$ cat src/rtl/tick_sel_pkg.sv
package tick_sel_pkg;
   localparam int unsigned DIV_CODE_W = 3;
   localparam int unsigned DIV_CNT_W  = (1 << DIV_CODE_W) - 1;

   typedef struct packed {
      logic [DIV_CODE_W-1:0] div_code;
      logic                  ext_sel;
   } tick_cfg_t;

   localparam int unsigned CFG_W = $bits(tick_cfg_t);

   function automatic logic [DIV_CNT_W-1:0] div_mask(input logic [DIV_CODE_W-1:0] code);
      logic [DIV_CNT_W-1:0] one;
      one = {{(DIV_CNT_W-1){1'b0}}, 1'b1};
      return (one << code) - one;
   endfunction
endpackage

$ cat src/rtl/tick_edge_sync.sv
module tick_edge_sync #(
   parameter int unsigned STAGES  = 2,
   parameter bit          REG_OUT = 1'b0
) (
   input  logic clk_i,
   input  logic rst_ni,
   input  logic async_i,
   output logic rise_o
);
   generate
      if (STAGES < 2) begin : g_bad_stages
         $error("tick_edge_sync: STAGES must be at least 2");
      end
   endgenerate

   logic [STAGES-1:0] sync_q;
   logic              last_q;
   logic              rise_c;

   always_ff @(posedge clk_i or negedge rst_ni) begin
      if (!rst_ni) begin
         sync_q <= '0;
         last_q <= 1'b0;
      end else begin
         sync_q <= {sync_q[STAGES-2:0], async_i};
         last_q <= sync_q[STAGES-1];
      end
   end

   assign rise_c = sync_q[STAGES-1] & ~last_q;

   generate
      if (REG_OUT) begin : g_reg_out
         logic rise_q;
         always_ff @(posedge clk_i or negedge rst_ni) begin
            if (!rst_ni) rise_q <= 1'b0;
            else         rise_q <= rise_c;
         end
         assign rise_o = rise_q;
      end else begin : g_comb_out
         assign rise_o = rise_c;
      end
   endgenerate

   // a synchronized edge is a one-cycle event
   p_rise_single_r4: assert property (@(posedge clk_i) disable iff (!rst_ni)
      rise_o |=> !rise_o);
endmodule

$ cat src/rtl/tick_pow2_div.sv
module tick_pow2_div
   import tick_sel_pkg::*;
(
   input  logic                  clk_i,
   input  logic                  rst_ni,
   input  logic                  clr_i,
   input  logic                  stb_i,
   input  logic [DIV_CODE_W-1:0] code_i,
   output logic                  stb_o
);
   logic [DIV_CNT_W-1:0] cnt_q;
   logic [DIV_CNT_W-1:0] mask;
   logic                 wrap;

   assign mask = div_mask(code_i);
   assign wrap = (cnt_q == mask);

   always_ff @(posedge clk_i or negedge rst_ni) begin
      if (!rst_ni) begin
         cnt_q <= '0;
         stb_o <= 1'b0;
      end else begin
         stb_o <= 1'b0;
         if (clr_i) begin
            cnt_q <= '0;
         end else if (stb_i) begin
            if (wrap) begin
               cnt_q <= '0;
               stb_o <= 1'b1;
            end else begin
               cnt_q <= cnt_q + 1'b1;
            end
         end
      end
   end

   // every output strobe follows an input strobe
   p_out_needs_in_r3: assert property (@(posedge clk_i) disable iff (!rst_ni)
      stb_o |-> $past(stb_i));
   // a clear empties the count
   p_clear_empties_r7: assert property (@(posedge clk_i) disable iff (!rst_ni)
      clr_i |=> (cnt_q == '0));
endmodule

$ cat src/rtl/tick_ext_wdog.sv
module tick_ext_wdog #(
   parameter int unsigned CLK_KHZ = 250000,
   parameter int unsigned WDOG_MS = 8
) (
   input  logic clk_i,
   input  logic rst_ni,
   input  logic arm_i,
   input  logic rise_i,
   input  logic clr_i,
   output logic abort_o
);
   localparam int unsigned LIMIT = CLK_KHZ * WDOG_MS;
   localparam int unsigned CW    = $clog2(LIMIT + 1);

   generate
      if (LIMIT < 4) begin : g_bad_limit
         $error("tick_ext_wdog: timeout must be at least 4 cycles");
      end
   endgenerate

   logic [CW-1:0] cnt_q;
   logic          fired_q;

   always_ff @(posedge clk_i or negedge rst_ni) begin
      if (!rst_ni) begin
         cnt_q   <= '0;
         fired_q <= 1'b0;
         abort_o <= 1'b0;
      end else begin
         abort_o <= 1'b0;
         if (!arm_i || rise_i || clr_i) begin
            cnt_q   <= '0;
            fired_q <= 1'b0;
         end else if (!fired_q) begin
            if (cnt_q == CW'(LIMIT - 1)) begin
               abort_o <= 1'b1;
               fired_q <= 1'b1;
            end else begin
               cnt_q <= cnt_q + 1'b1;
            end
         end
      end
   end

   // abort is a single pulse
   p_abort_single_r11: assert property (@(posedge clk_i) disable iff (!rst_ni)
      abort_o |=> !abort_o);
   // abort only when armed in the previous cycle
   p_abort_needs_arm_r9: assert property (@(posedge clk_i) disable iff (!rst_ni)
      abort_o |-> $past(arm_i));
   // abort never directly follows a seen edge
   p_abort_quiet_r8: assert property (@(posedge clk_i) disable iff (!rst_ni)
      abort_o |-> $past(!rise_i));
   // an edge restarts the window
   p_edge_restarts_r10: assert property (@(posedge clk_i) disable iff (!rst_ni)
      rise_i |=> (cnt_q == '0 && !fired_q));
   // a configuration change restarts the window
   p_cfg_restarts_r12: assert property (@(posedge clk_i) disable iff (!rst_ni)
      clr_i |=> (cnt_q == '0));
endmodule

$ cat src/rtl/tick_src_sel.sv
module tick_src_sel
   import tick_sel_pkg::*;
#(
   parameter int unsigned CLK_KHZ     = 250000,
   parameter int unsigned WDOG_MS     = 8,
   parameter int unsigned SYNC_STAGES = 2,
   parameter bit          EDGE_REG    = 1'b0
) (
   input  logic             clk_i,
   input  logic             rst_ni,
   input  logic             int_tick_i,
   input  logic             ext_osc_i,
   input  logic             haptic_act_i,
   input  logic [CFG_W-1:0] cfg_i,
   output logic             tick_o,
   output logic             abort_o
);
   tick_cfg_t        cfg;
   logic [CFG_W-1:0] cfg_q;
   logic             cfg_chg;
   logic             ext_rise;
   logic             src_stb;
   logic             wd_arm;

   assign cfg = tick_cfg_t'(cfg_i);

   always_ff @(posedge clk_i or negedge rst_ni) begin
      if (!rst_ni) cfg_q <= '0;
      else         cfg_q <= cfg_i;
   end

   assign cfg_chg = (cfg_i != cfg_q);
   assign src_stb = cfg.ext_sel ? ext_rise : int_tick_i;
   assign wd_arm  = cfg.ext_sel & haptic_act_i;

   tick_edge_sync #(
      .STAGES (SYNC_STAGES),
      .REG_OUT(EDGE_REG)
   ) u_sync (
      .clk_i  (clk_i),
      .rst_ni (rst_ni),
      .async_i(ext_osc_i),
      .rise_o (ext_rise)
   );

   tick_pow2_div u_div (
      .clk_i (clk_i),
      .rst_ni(rst_ni),
      .clr_i (cfg_chg),
      .stb_i (src_stb),
      .code_i(cfg.div_code),
      .stb_o (tick_o)
   );

   tick_ext_wdog #(
      .CLK_KHZ(CLK_KHZ),
      .WDOG_MS(WDOG_MS)
   ) u_wdog (
      .clk_i  (clk_i),
      .rst_ni (rst_ni),
      .arm_i  (wd_arm),
      .rise_i (ext_rise),
      .clr_i  (cfg_chg),
      .abort_o(abort_o)
   );

   // internal source selected and idle, config steady -> no tick
   p_no_tick_idle_r5: assert property (@(posedge clk_i) disable iff (!rst_ni)
      (!cfg.ext_sel && !int_tick_i && cfg_i == cfg_q) |=> !tick_o);
endmodule

$ cat config.mk
export PLATFORM = sky130hd
export DESIGN_NAME = tick_src_sel
export DESIGN_NICKNAME = d
export VERILOG_FILES = /design/src/rtl/tick_sel_pkg.sv /design/src/rtl/tick_edge_sync.sv /design/src/rtl/tick_pow2_div.sv /design/src/rtl/tick_ext_wdog.sv /design/src/rtl/tick_src_sel.sv
export SDC_FILE = /design/constraint.sdc
export NUM_CORES = 1
export LEC_CHECK = 0
export ABC_CLOCK_PERIOD_IN_PS = 2300
export BUFFER_PORTS_ARGS = -buffer_cell sky130_fd_sc_hd__buf_2
export CAP_MARGIN = 20
export CORE_AREA = 4 4 84 86
export DETAILED_ROUTE_END_ITERATION = 7
export DIE_AREA = 0 0 88 90
export GPL_ROUTABILITY_DRIVEN = 0
export SLEW_MARGIN = 20
export SYNTH_ARGS = -nofsm -noshare
export SYNTH_HDL_FRONTEND = slang
export SYNTH_SLANG_ARGS = --single-unit
$ cat constraint.sdc
create_clock -name clk_i -period 2.3 [get_ports clk_i]
set_input_delay 0 -clock clk_i [delete_from_list [all_inputs] [get_ports clk_i]]
set_output_delay 0 -clock clk_i [all_outputs]
set_load 0.1 [all_outputs]
==> impl_metrics.tcl <==
set metrics [dict create \
    max_freq_mhz 461 \
    antenna_violations_before_repair 0 \
    post_cts_buffers 0 \
    fin_crit_sh_pct 94.2 \
    ys_seq_elements 38 \
    finalWirelength_mm 4.21 \
    cts_sinks 38 \
    clk_pin_slew_worst_paths_ns 0.07 \
    rsz_0062_raised_after_global_routing "no" \
    clockBufferDepth 2 \
    max_slew.worst_pin.slew_ns 0.833 \
    syn_area_sq_um 2100 \
    grt_overflow_total 0 \
    netlist_instances 216 \
    setup_viol 0 \
    power-per-cell-area_nw_per_um2 551 \
    synth_adder_area_share_pct 1.79 \
    final_core_util_pct 38.7 \
    finalWorstPathRequiredPeriod_ns 2.17 \
    cp-end-kind "flip-flop" \
    tightest_slew_margin_relative_to_the_limit_pct 44.5 \
    drc 0 \
    largest_family_of_logic_cells_by_synthesized_area "simple AND/OR/NAND/NOR gates" \
    worstSkewPairLatency_ns 0.28 \
    via_count_of_the_first_global_routing_pass 1639 \
    wl_per_cell_microns 13.4 \
    yosysWarningCount 0 \
    die-height_microns 90 \
    n_antenna_cell 0 \
    initial_core_util_pct 33.5 \
    timing.clock.skew_ns 0.00535 \
    syn-mean-instance-area_sq_um 9.73 \
    synth-compound-area-share_pct 11.6 \
    postSynthNetCount 228 \
    synthSimpleGateAreaFrac_pct 26.4 \
    ioPinCount 11 \
    post_route_cells_drive_above_1_share_pct 12.7 \
    num_rows 29 \
    cts-root-buf "clkbuf_8" \
    setup_total_negative_slack_ns 0 \
    final-hold-violation-count 0 \
    sequential_element_share_of_the_synthesized_area_pct 45.2 \
    worstHoldPathType "input pin to flip-flop" \
    numPortBuffers 10 \
    max_cap_violations 0 \
    run_status "completed" \
    timing.critical_path.arrival_ns 2.33 \
    detail_route.first_pass.iterations 5 \
    synth_ff_type "dfrtp_1" \
    drt-initial-drc-count 80 \
    dp_hpwl_mm 2.98 \
    worst_ir_drop_vdd_v 0.000417 \
    critical_path_required_ns 2.46 \
    grt_max_degree 39 \
    synth_cell_type_count 49 \
    clock_tree_from_tritoncts "yes" \
    crit_fanout 5 \
    dieArea_sq_um 7920 \
    reported_leakage_power_nw 1.03 \
    post_synth_mux_area_share_pct 0.952 \
    layout.nets 249 \
    via_per_inst 5.31 \
    depth_of_the_cts_h_tree 2 \
    grt_use_total_pct 11.4 \
    areaGrowthSynthToFinish_pct 15.7 \
    start_kind "flip-flop" \
    xor_xnor_fraction_of_synth_area_pct 11.2 \
    drtAntennaViolNets 0 \
    synth-async-reset-ratio_pct 100 \
    final-max-slew-violation-count 0 \
    num_vias 1668 \
    critical_path_class "flip-flop to flip-flop" \
    core_area_sq_um 6280 \
    cts_repair_resize_count 0 \
    die_w_microns 88 \
    first_pass_grt_wire_length_mm 7.39 \
    tritoncts.num_buffers 5 \
    synth-edff-count 0 \
]
## report_power, final
group | internal [W] | switching [W] | leakage (nW)
Clock | 0.000347 | 0.000227 | 0.0573
Combinational | 0.0000349 | 0.0000514 | 0.456
Sequential | 0.000675 | 0.00000387 | 0.515
## kinds of logic (layout without fill, tap and decap cells)
group	after synthesis	count (layout)
and+or+nand+nor	101	101
DFF	38	38
AOI/OAI and AO/OA	32	32
xor gates and xnor gates	27	27
buffers and inverters	13	34
adders and majority gates	3	3
muxes	2	2
## Yosys cell counts (all sizes together) (2+ instances only)
cell | count | area share, %
dfrtp | 38 | 45
nor2 | 25 | 4.5
nand2 | 18 | 3.2
xor2 | 18 | 7.5
nand3 | 11 | 2.6
xnor2 | 9 | 3.8
a21oi | 7 | 1.7
and3 | 7 | 2.1
clkbuf | 7 | 1.3
nand4 | 7 | 2.1
and4 | 4 | 1.7
nor4b | 4 | 2.0
o211ai | 4 | 1.4
a211oi | 3 | 1.1
buf | 3 | 1.0
ha | 3 | 1.8
inv | 3 | 0.54
nor3 | 3 | 0.71
nor4 | 3 | 0.89
o21ai | 3 | 0.71
or4 | 3 | 1.1
a2111oi | 2 | 0.83
a21boi | 2 | 0.71
and2 | 2 | 0.60
mux2i | 2 | 0.95
nand2b | 2 | 0.60
nor2b | 2 | 0.60
nor3b | 2 | 0.71
or3 | 2 | 0.60
or4b | 2 | 0.95
## through the flow
step / area, sq um / instances / hold WS (ns) / setup slack [ns] / total power, W
after detailed placement: 2270 / 302 / 0.115 / 0.0565 / 0.000773
after global routing: 2430 / 314 / 0.0193 / 0.0386 / 0.00139
after global placement: 2270 / 302 / 0.121 / 0.102 / 0.000771
final: 2430 / 314 / 0.0179 / 0.132 / 0.00134
after floorplan: 2100 / 216 / -0.296 / 0.0518 / 0.000738
after CTS: 2430 / 314 / 0.00483 / 0.121 / 0.00136
## layout make-up
type / instances / area (sq um)
Inverter: 3 / 11.3
Clock buffer: 6 / 82.6
Multi-Input combinational cell: 165 / 1090
Sequential cell: 38 / 951
Timing Repair Buffer: 24 / 168
Clock inverter: 1 / 30.0
Tap cell: 77 / 96.3
Fill cell: 627 / 3850
## registers in the layout (all words and copies together) (netlist names)
register / flops
u_wdog.abort_o: 1
u_div.cnt_q: 7
u_sync.last_q: 1
u_wdog.fired_q: 1
cfg_q: 4
u_wdog.cnt_q: 21
u_div.stb_o: 1
u_sync.sync_q: 2
## timing repair
| item | CTS | global route |
|---|---|---|
| hold buffers | 5 | 0 |
| endpoints found under the setup margin | 0 | 0 |
| hold endpoints to repair | 42 | 0 |
## metal layers
metal / global-route usage, % / share of wire (%) / vias to the layer above / wire length (microns)
li1: - / - / 823 / -
met1: 14.9 / 49 / 818 / 2050
met2: 18.5 / 47 / 22 / 2000
met3: 2.38 / 3.0 / 5 / 125
met4: 3.96 / 1.0 / 0 / 43
met5: 0 / 0 / - / 0
## layout by cell type (no fill, tap or decap), types with 3 or more instances in the layout
cell           netlist  final
a211oi_1             3      3
a21oi_1              7      7
and3_1               7      7
and4_1               4      4
buf_2                2     10
buf_4                0      9
clkbuf_8             0      6
dfrtp_1             38     38
dlygate4sd3_1        0      5
ha_1                 3      3
inv_1                3      3
nand2_1             18     18
nand3_1             11     11
nand4_1              7      7
nor2_1              25     25
nor3_1               3      3
nor4_1               3      3
nor4b_1              3      3
o211ai_1             4      4
or4_1                3      3
xnor2_1              9      9
xor2_1              18     18
## worst paths after layout
path,from,endpoint,slack (ns),cells past startpoint
setup / recovery,u_div.cnt_q[2],u_div.cnt_q[3],0.13,5
min in group asynchronous,rst_ni,u_wdog.cnt_q[19],0.35,2
hold / removal,cfg_i[2],cfg_q[2],0.02,2
setup reg to reg,u_div.cnt_q[2],u_div.cnt_q[3],0.13,5
max in group asynchronous,rst_ni,u_wdog.cnt_q[9],1.42,2
hold reg to reg,u_sync.sync_q[0],u_sync.sync_q[1],0.36,0
## critical path, stage by stage, from the launching register on
cell      delay [ns]
dfrtp_1         0.47
xor2_1          0.21
or4b_1          0.51
a311o_1         0.45
a311oi_4        0.32
nor2_1          0.09
No activity file was read; power rests on OpenSTA's default activity.
